File: src/rtl/fdc_rate_pkg.sv
// Package: shared drive-type encoding, register bit positions and rate values
// for the floppy rate select block. Assumes an 8-bit register.
package fdc_rate_pkg;

    typedef enum logic [1:0] {
        DT_STD   = 2'b00,
        DT_3MODE = 2'b01,
        DT_TAPE  = 2'b10,
        DT_RSVD  = 2'b11
    } drv_type_e;

    localparam int REG_W     = 8;
    localparam int LP_BIT    = 6;
    localparam int SR_BIT    = 7;
    localparam int STORE_W   = 6;
    localparam int CODE_W    = 2;
    localparam logic [CODE_W-1:0] CODE_RESET = 2'b10;

    localparam int KBPS_2000 = 2000;
    localparam int KBPS_1000 = 1000;
    localparam int KBPS_500  = 500;
    localparam int KBPS_300  = 300;
    localparam int KBPS_250  = 250;
    localparam int KBPS_150  = 150;
    localparam int KBPS_125  = 125;

    // Fold unlisted drive types onto the standard type.
    function automatic drv_type_e norm_type(input logic [1:0] t);
        drv_type_e r;
        case (t)
            2'b01:   r = DT_3MODE;
            2'b10:   r = DT_TAPE;
            default: r = DT_STD;
        endcase
        return r;
    endfunction

endpackage

File: src/rtl/fdc_rate_regfile.sv
// Module: register storage, manual low-power state and self-clearing
// software reset. Assumes wr_stb is a single-cycle decoded strobe and that
// data/status access strobes are one cycle per access.
module fdc_rate_regfile
    import fdc_rate_pkg::*;
#(
    parameter int DATA_W = REG_W
) (
    input  logic              clk,
    input  logic              rst_n,
    input  logic              wr_stb,
    input  logic [DATA_W-1:0] wr_data,
    input  logic              data_acc,
    input  logic              stat_acc,
    input  logic              dor_rst,
    output logic [DATA_W-1:0] rd_data,
    output logic              lp_q,
    output logic              srst_q,
    output logic [CODE_W-1:0] code_q
);

    localparam int UPPER_W = STORE_W - CODE_W;

    logic [UPPER_W-1:0] upper_q;
    logic               sr_req;
    logic               wake;
    logic               lp_nxt;

    assign sr_req = wr_stb && wr_data[SR_BIT];
    assign wake   = data_acc || stat_acc || dor_rst || sr_req;

    // Next low-power state: wake-up conditions outrank a write of bit 6.
    always_comb begin
        lp_nxt = lp_q;
        if (wr_stb) lp_nxt = wr_data[LP_BIT];
        if (wake)   lp_nxt = 1'b0;
    end

    // Stored fields: rate code and the inert upper bits.
    always_ff @(posedge clk) begin
        if (!rst_n) begin
            code_q  <= CODE_RESET;
            upper_q <= '0;
        end else if (wr_stb) begin
            code_q  <= wr_data[CODE_W-1:0];
            upper_q <= wr_data[STORE_W-1:CODE_W];
        end
    end

    // Low-power flag update.
    always_ff @(posedge clk) begin
        if (!rst_n) lp_q <= 1'b0;
        else        lp_q <= lp_nxt;
    end

    // One-cycle software reset pulse following a bit-7 write.
    always_ff @(posedge clk) begin
        if (!rst_n) srst_q <= 1'b0;
        else        srst_q <= sr_req;
    end

    // Read-back: reset bit always reads zero.
    always_comb begin
        rd_data                   = '0;
        rd_data[CODE_W-1:0]       = code_q;
        rd_data[STORE_W-1:CODE_W] = upper_q;
        rd_data[LP_BIT]           = lp_q;
        rd_data[SR_BIT]           = 1'b0;
    end

    // pulse drops after one cycle unless re-requested.
    p_srst_one_cycle_r4: assert property (@(posedge clk) disable iff (!rst_n)
        (srst_q && !sr_req) |=> !srst_q);

    // any data or status access leaves low-power the next cycle.
    p_lp_exit_access_r3: assert property (@(posedge clk) disable iff (!rst_n)
        (data_acc || stat_acc) |=> !lp_q);

    // software reset write also leaves low-power.
    p_lp_exit_srst_r4: assert property (@(posedge clk) disable iff (!rst_n)
        sr_req |=> (!lp_q && srst_q));

endmodule

File: src/rtl/fdc_rate_decode.sv
// Module: combinational rate table. Maps rate code and drive type to MFM
// and FM rates in kbps; 0 means no rate. Assumes RATE_W can hold 2000.
module fdc_rate_decode
    import fdc_rate_pkg::*;
#(
    parameter int RATE_W = 12
) (
    input  logic [CODE_W-1:0] code,
    input  logic [1:0]        dtype,
    output logic [RATE_W-1:0] mfm,
    output logic [RATE_W-1:0] fm
);

    drv_type_e t;
    assign t = norm_type(dtype);

    // Table lookup; only code 01 depends on drive type.
    always_comb begin
        case (code)
            2'b00: begin
                mfm = RATE_W'(KBPS_500);
                fm  = RATE_W'(KBPS_250);
            end
            2'b01: begin
                case (t)
                    DT_3MODE: begin
                        mfm = RATE_W'(KBPS_500);
                        fm  = RATE_W'(KBPS_250);
                    end
                    DT_TAPE: begin
                        mfm = RATE_W'(KBPS_2000);
                        fm  = '0;
                    end
                    default: begin
                        mfm = RATE_W'(KBPS_300);
                        fm  = RATE_W'(KBPS_150);
                    end
                endcase
            end
            2'b10: begin
                mfm = RATE_W'(KBPS_250);
                fm  = RATE_W'(KBPS_125);
            end
            default: begin
                mfm = RATE_W'(KBPS_1000);
                fm  = '0;
            end
        endcase
    end

endmodule

File: src/rtl/fdc_dens_map.sv
// Module: density signal and pin mapping. The density signal is derived
// from code and type directly (not from the rate table) so that the two can
// be cross-checked. Assumes unlisted drive types use the standard mapping.
module fdc_dens_map
    import fdc_rate_pkg::*;
(
    input  logic [CODE_W-1:0] code,
    input  logic [1:0]        dtype,
    output logic              densel,
    output logic [1:0]        pins
);

    drv_type_e t;
    assign t = norm_type(dtype);

    // Density high for the fast rates: codes 00 and 11, and 01 on non-std types.
    always_comb begin
        case (code)
            2'b00, 2'b11: densel = 1'b1;
            2'b01:        densel = (t != DT_STD);
            default:      densel = 1'b0;
        endcase
    end

    // Pin mapping per drive type.
    always_comb begin
        case (t)
            DT_3MODE: pins = {code[0], code[1]};
            DT_TAPE:  pins = {code[0], ~densel};
            default:  pins = {code[0], densel};
        endcase
    end

endmodule

File: src/rtl/fdc_rate_sel.sv
// Module: top of the floppy data rate select register. Connects storage,
// rate table and density mapping; produces clock enable and internal reset.
// Assumes all strobes are synchronous to clk.
module fdc_rate_sel
    import fdc_rate_pkg::*;
#(
    parameter int RATE_W = 12
) (
    input  logic              clk,
    input  logic              rst_n,
    input  logic              wr_stb,
    input  logic [7:0]        wr_data,
    output logic [7:0]        rd_data,
    input  logic              data_acc,
    input  logic              stat_acc,
    input  logic              dor_rst,
    input  logic [1:0]        drv_type,
    output logic              clk_en,
    output logic              int_rst,
    output logic [1:0]        rate_code,
    output logic [RATE_W-1:0] mfm_kbps,
    output logic [RATE_W-1:0] fm_kbps,
    output logic [1:0]        dens_pins
);

    logic lp_q;
    logic srst_q;
    logic densel;

    fdc_rate_regfile #(.DATA_W(REG_W)) u_reg (
        .clk      (clk),
        .rst_n    (rst_n),
        .wr_stb   (wr_stb),
        .wr_data  (wr_data),
        .data_acc (data_acc),
        .stat_acc (stat_acc),
        .dor_rst  (dor_rst),
        .rd_data  (rd_data),
        .lp_q     (lp_q),
        .srst_q   (srst_q),
        .code_q   (rate_code)
    );

    fdc_rate_decode #(.RATE_W(RATE_W)) u_dec (
        .code  (rate_code),
        .dtype (drv_type),
        .mfm   (mfm_kbps),
        .fm    (fm_kbps)
    );

    fdc_dens_map u_dens (
        .code   (rate_code),
        .dtype  (drv_type),
        .densel (densel),
        .pins   (dens_pins)
    );

    // Clock gate and reset outputs.
    assign clk_en  = !lp_q;
    assign int_rst = srst_q || dor_rst;

    // a plain bit-6 write with no wake-up source gates the clock next cycle.
    p_lp_enter_r2: assert property (@(posedge clk) disable iff (!rst_n)
        (wr_stb && wr_data[LP_BIT] && !wr_data[SR_BIT] && !data_acc
         && !stat_acc && !dor_rst) |=> !clk_en);

    // a bit-7 write raises the internal reset next cycle.
    p_srst_pulse_r4: assert property (@(posedge clk) disable iff (!rst_n)
        (wr_stb && wr_data[SR_BIT]) |=> int_rst);

    // density signal agrees with the rate table.
    p_densel_rate_r10: assert property (@(posedge clk) disable iff (!rst_n)
        densel == (mfm_kbps == RATE_W'(KBPS_500) || mfm_kbps == RATE_W'(KBPS_1000)
                   || mfm_kbps == RATE_W'(KBPS_2000)));

    // the digital output register reset reaches int_rst at once.
    p_dor_pass_r5: assert property (@(posedge clk) disable iff (!rst_n)
        dor_rst |-> int_rst);

endmodule

File: config.mk
export PLATFORM = sky130hd
export DESIGN_NAME = fdc_rate_sel
export DESIGN_NICKNAME = d
export VERILOG_FILES = /design/src/rtl/fdc_rate_pkg.sv /design/src/rtl/fdc_rate_regfile.sv /design/src/rtl/fdc_rate_decode.sv /design/src/rtl/fdc_dens_map.sv /design/src/rtl/fdc_rate_sel.sv
export SDC_FILE = /design/constraint.sdc
export NUM_CORES = 1
export LEC_CHECK = 0
export ABC_AREA = 1
export BUFFER_PORTS_ARGS = -buffer_cell sky130_fd_sc_hd__buf_4
export CORE_MARGIN = 3
export CORE_UTILIZATION = 27
export CTS_CLUSTER_SIZE = 28
export DETAILED_ROUTE_END_ITERATION = 6
export GPL_TIMING_DRIVEN = 0
export PLACE_DENSITY = 0.61
export SLEW_MARGIN = 25
export SYNTH_ARGS = -nofsm -noshare
export SYNTH_HDL_FRONTEND = slang
export SYNTH_SLANG_ARGS = --single-unit
File: constraint.sdc
create_clock -name clk -period 3.7 [get_ports clk]
set_clock_uncertainty 0.2 [all_clocks]
set_input_delay 0 -clock clk [delete_from_list [all_inputs] [get_ports clk]]
set_output_delay 0 -clock clk [all_outputs]
set_load 0.02 [all_outputs]
### After elaboration in Yosys (flattened, before gate mapping)

Cells that the tools add are included.

| word-level totals | value |
|---|---|
| logic and storage cells | 30 |
| output and inout port bits | 38 |
| bits in registers | 8 |
| input bits | 16 |

| cells by class | value |
|---|---|
| mux-type cells | 7 |
| eq/ne operators | 7 |
| bitwise gates (word level) | 2 |
| reduce and logical (&&, ||, !) cells | 10 |

Operators with widths:

| cell | number |
|---|---|
| 12-bit case mux with 3 select lines | 2 |
| 11-bit case mux with 2 select lines | 1 |
| 8-bit case mux with 2 select lines | 1 |
| 2-bit == test (second input constant) | 4 |
| 2-bit by 1-bit == test with 1-bit output (second input constant) | 3 |
| 1-bit logical OR | 4 |
| 1-bit case mux with 2 select lines | 2 |
| 2-bit case mux with 2 select lines | 1 |
| 2-bit OR reduction | 2 |
| 2-bit zero test | 1 |
| 1-bit inverter | 2 |
| 2-bit nonzero test | 1 |
| 1-bit logical AND | 1 |
| 1-bit zero test | 1 |

### Logic depth before layout (Yosys ltp)

| logic depth | value |
|---|---|
| word-level depth | 6 |
| mapped depth | 8 |
| gate-level depth less buffers | 8 |

### Hierarchy

From an unflattened synthesis, not the netlist that was laid out.

| unflattened totals | value |
|---|---|
| cells, all modules | 106 |
| area total of the unflattened synthesis | 723.2 µm² |

Modules (own cells, without submodules):

| module | area an instance (µm²) | cells an instance | seq. area each (µm²) | instances |
|---|---|---|---|---|
| fdc_rate_regfile | 351.6 | 45 | 160.2 | 1 |
| fdc_rate_decode | 231.5 | 37 | 0.0 | 1 |
| fdc_dens_map | 125.1 | 20 | 0.0 | 1 |
| fdc_rate_sel | 15.0 | 4 | 0.0 | 1 |

### Worst setup path after synthesis

No wires, ideal clock.

| timing | value |
|---|---|
| path type | reg2out |
| start point | reg u_reg.code_q[1] |
| end point | out fm_kbps[5] |
| path slack | 1.793 ns |
| path buffers | 1 |
| arrival time | 1.707 ns |
| required time | 3.500 ns |
| cell stages (with the launch flop) | 5 |
| path through | dfxtp_1 > ha_1 > nor2_1 > a21oi_1 > buf_4 |

| on the way | value |
|---|---|
| word-level cells in the longest chain between the ends | 2 |
| elaborated cells on any way between the ends | 4 |
| classes of those cells | eq/ne (2); mux (1); reduce/logical (1) |

Ends and longest elaborated chain:

| item | line | text |
|---|---|---|
| start, declared | fdc_rate_regfile.sv:19 | `output logic [CODE_W-1:0] code_q` |
| start signal, assigned | fdc_rate_regfile.sv:45 | `code_q <= wr_data[CODE_W-1:0];` |
| 2-bit == test, or another cell as far along | fdc_rate_decode.sv:19 | `case (code)` |
| 12-bit case mux with 3 select lines * | fdc_rate_decode.sv:19 |  |
| end, declared | fdc_rate_sel.sv:22 | `output logic [RATE_W-1:0] fm_kbps,` |

Mark *: on every way between the ends. The rest lies on a longest branch, timed or not.

### Worst setup path after layout

| timing | value |
|---|---|
| start point | in data_acc |
| end point | reg u_reg.lp_q |

| on the way | value |
|---|---|
| word-level cells in the longest chain between the ends | 4 |

Ends and longest elaborated chain:

| item | line | text |
|---|---|---|
| start, declared | fdc_rate_sel.sv:14 | `input logic data_acc,` |
| 1-bit logical OR (3 in a row) | fdc_rate_regfile.sv:30 | `assign wake = data_acc \|\| stat_acc \|\| dor_rst \|\| sr_req;` |
| 2-bit OR reduction (no source line) | n/a |  |
| end signal, assigned | fdc_rate_regfile.sv:53 | `else lp_q <= lp_nxt;` |
| end, declared | fdc_rate_regfile.sv:17 | `output logic lp_q,` |

Every way passes these cells.
A chain may end at the register's enable or synchronous reset.

==> flow_summary.yaml <==
floorplan:
  core_sq_mm: 0.00210
  die_h_um: 54.6
  die_x_um: 54.6
  start_util_pct: 30.4
  num_rows: 16
  die-area_sq_mm: 0.00298
  ios: 54
pwr:
  peakVddDrop_v: 0.000206
  p_sw_share_pct: 35.8
  p_per_area_mw_per_mm2: 264
  power_frac_comb_pct: 54.0
  power.internal_mw: 0.222
  clockPowerShare_pct: 18.3
  p_sw_mw: 0.124
  p_leak_nw: 0.720
  seqPwrFrac_pct: 27.7
detailed_routing:
  detail_route.wirelength_um: 2000
  vias: 822
  ant_nets: 0
  routedWlPerCell_um: 10.1
  via_per_inst: 4.13
  drt_iter0_markers: 7
  firstDrtPassIters: 4
  drc_errors: 0
global_route:
  grt_max_degree: 9
  grtUsageTotal_pct: 14.1
  antenna_found_initial: 0
  grt_pass1_wl_um: 3150
  grt_pass1_vias: 789
  overflow: 0
finish:
  areaGrowthSynthToFinish_pct: 106
  diodes: 0
  mostFrequentLayoutCells: "buf_4 (63), dlygate4sd3_1 (25), inv_1 (13), nor2_1 (11), a21oi_1 (9)"
  regArea_sq_um: 160
  n_fill_cell: 196
  final_common_cell: "buf_4"
  nets: 197
  drive_above_1_share_pct: 40.1
  multiInputGateArea_sq_um: 320
worst_setup_path:
  slowest_stage: "dlygate4sd3_1"
  crit_fanout: 1
  r2r_setup_slack_ns: 2.14
  start_kind: "input port"
  timing.critical_path.buf_inv: 5
  cp_cell_sequence: "dlygate4sd3_1 -> buf_4 -> nor3_1 -> dlygate4sd3_1 -> nand3_1 -> dlygate4sd3_1 -> nor2_1 -> dlygate4sd3_1"
  critPathMaxStageDelay_ns: 0.57
  crit_top_cell: "dlygate4sd3_1"
  criticalPathCategory: "input port to flip-flop"
  required_ns: 3.69
  endpoint_kind: "flip-flop"
  critPathTopFamily: "buffers and inverters"
  arrival_ns: 2.60
clock_tree:
  path_clk_slew_ns: 0.05
  clock-sinks: 8
  insertion_delay_ns: 0.25
  cts_tree: "built"
  htree_levels: 1
  numCtsBuffers: 3
  clockBufferDepth: 2
  cts_resized: 0
  postCtsHoldBufs: 25
  cts_root_buf: "clkbuf_4"
  post-cts-setup-buffer-count: 0
yosys:
  ys_seq_area_share_pct: 25.1
  synthDistinctLibCells: 16
  syn_inst: 92
  synth-seq-cells: 8
  yosys_warnings: 0
  avgSynthCellArea_sq_um: 6.94
  syn_area_sq_um: 638
sta:
  setup_viol: 0
  fin_crit_ns: 2.62
  finalCritPeriodShare_pct: 70.7
  holdWs_ns: 0.0951
  rsz0062_at_grt: "no"
  slew_violations: 0
  fmax_mhz: 382
  finalSetupTns_ns: 0
  hold_violations: 0
job:
  drv_cap: 0
worst_hold_path:
  hold_path.class: "input port to output pin"
placed_design:
  place.gp.congestion: 0.682
  hpwlAfterDp_um: 1400
  portBuffers: 46
status:
  status: "complete, no violations"
## final cells by class
class	instances	area share, %
multi-input combinational	59	24.4
buffer	17	9.72
clock buffer	3	1.72
timing repair buffer	71	45.4
tap	27	2.57
sequential	8	12.2
inverter	14	4.00
## per-layer routing
metal	vias to the layer above	share of wire (%)	track usage, %	wire (um)
met5	-	0	0	0
met4	0	0	2.49	0
met3	0	10	2.45	200
met2	38	53	29.9	1070
met1	354	37	13.5	734
li1	430	-	-	-
## power groups by stage
| stage | clock (mW) | combinational (mW) | sequential (mW) |
|---|---|---|---|
| after floorplan | 0 | 0.0929 | 0.102 |
| after global placement | 0 | 0.164 | 0.0974 |
| after detailed placement | 0 | 0.166 | 0.0976 |
| after CTS | 0.0667 | 0.186 | 0.0960 |
| after global routing | 0.0729 | 0.203 | 0.0970 |
| final | 0.0634 | 0.187 | 0.0961 |
## worst min-delay path, stage by stage
cell	delay, ns
buf_4	0.08
or2_2	0.09
buf_4	0.13
## cells by family (layout without fill, tap and decap cells)
kind of cell             after synthesis  count (layout)  share of synthesized area, %
adder cells (fa/ha/maj)                7               7                          13.7
flip-flops                             8               8                          25.1
other                                  1               7                         0.588
buffers and inverters                 31             105                          28.2
AO/OA/AOI/OAI                         18              18                          14.1
AND/OR/NAND/NOR                       27              27                          18.2
## worst paths after layout
check                                       from               end  cells after the start
worst min register to register  u_reg.upper_q[3]  u_reg.upper_q[3]                      3
worst min-delay path                     dor_rst           int_rst                      3
worst max register to register   u_reg.code_q[1]   u_reg.code_q[1]                      3
worst max-delay path                    data_acc        u_reg.lp_q                      8
## metrics by stage
| stage | power [mW] | cell area (sq um) | setup slack [ns] | util (%) | cells |
|---|---|---|---|---|---|
| 2_1_floorplan | 0.195 | 661 | 1.79 | - | 98 |
| 3_3_place_gp | 0.261 | 1040 | 1.98 | 49.5 | 171 |
| 3_5_place_dp | 0.264 | 1040 | 1.95 | 49.5 | 171 |
| 4_1_cts | 0.349 | 1310 | 1.12 | 62.4 | 199 |
| 5_1_grt | 0.373 | 1310 | 1.01 | 62.4 | 199 |
| 6_report | 0.346 | 1310 | 1.08 | 62.4 | 199 |
## sequential cells by signal, summed over array words and instances, names as in the netlist
signal / count
u_reg.lp_q: 1
u_reg.srst_q: 1
u_reg.code_q: 2
u_reg.upper_q: 4
## cell usage after synthesis
master	count	area (sq um)
a21oi_1	9	45.0
buf_4	17	128
conb_1	1	3.75
dfxtp_1	8	160
ha_1	7	87.6
inv_1	13	48.8
inv_2	1	3.75
nand2_1	7	26.3
nand2_2	1	6.26
nand3_1	4	20.0
nor2_1	11	41.3
nor3_1	2	10.0
o21ai_0	7	35.0
o21ai_1	2	10.0
or2_1	1	6.26
or2_2	1	6.26
(Power assumes the default switching activity.)
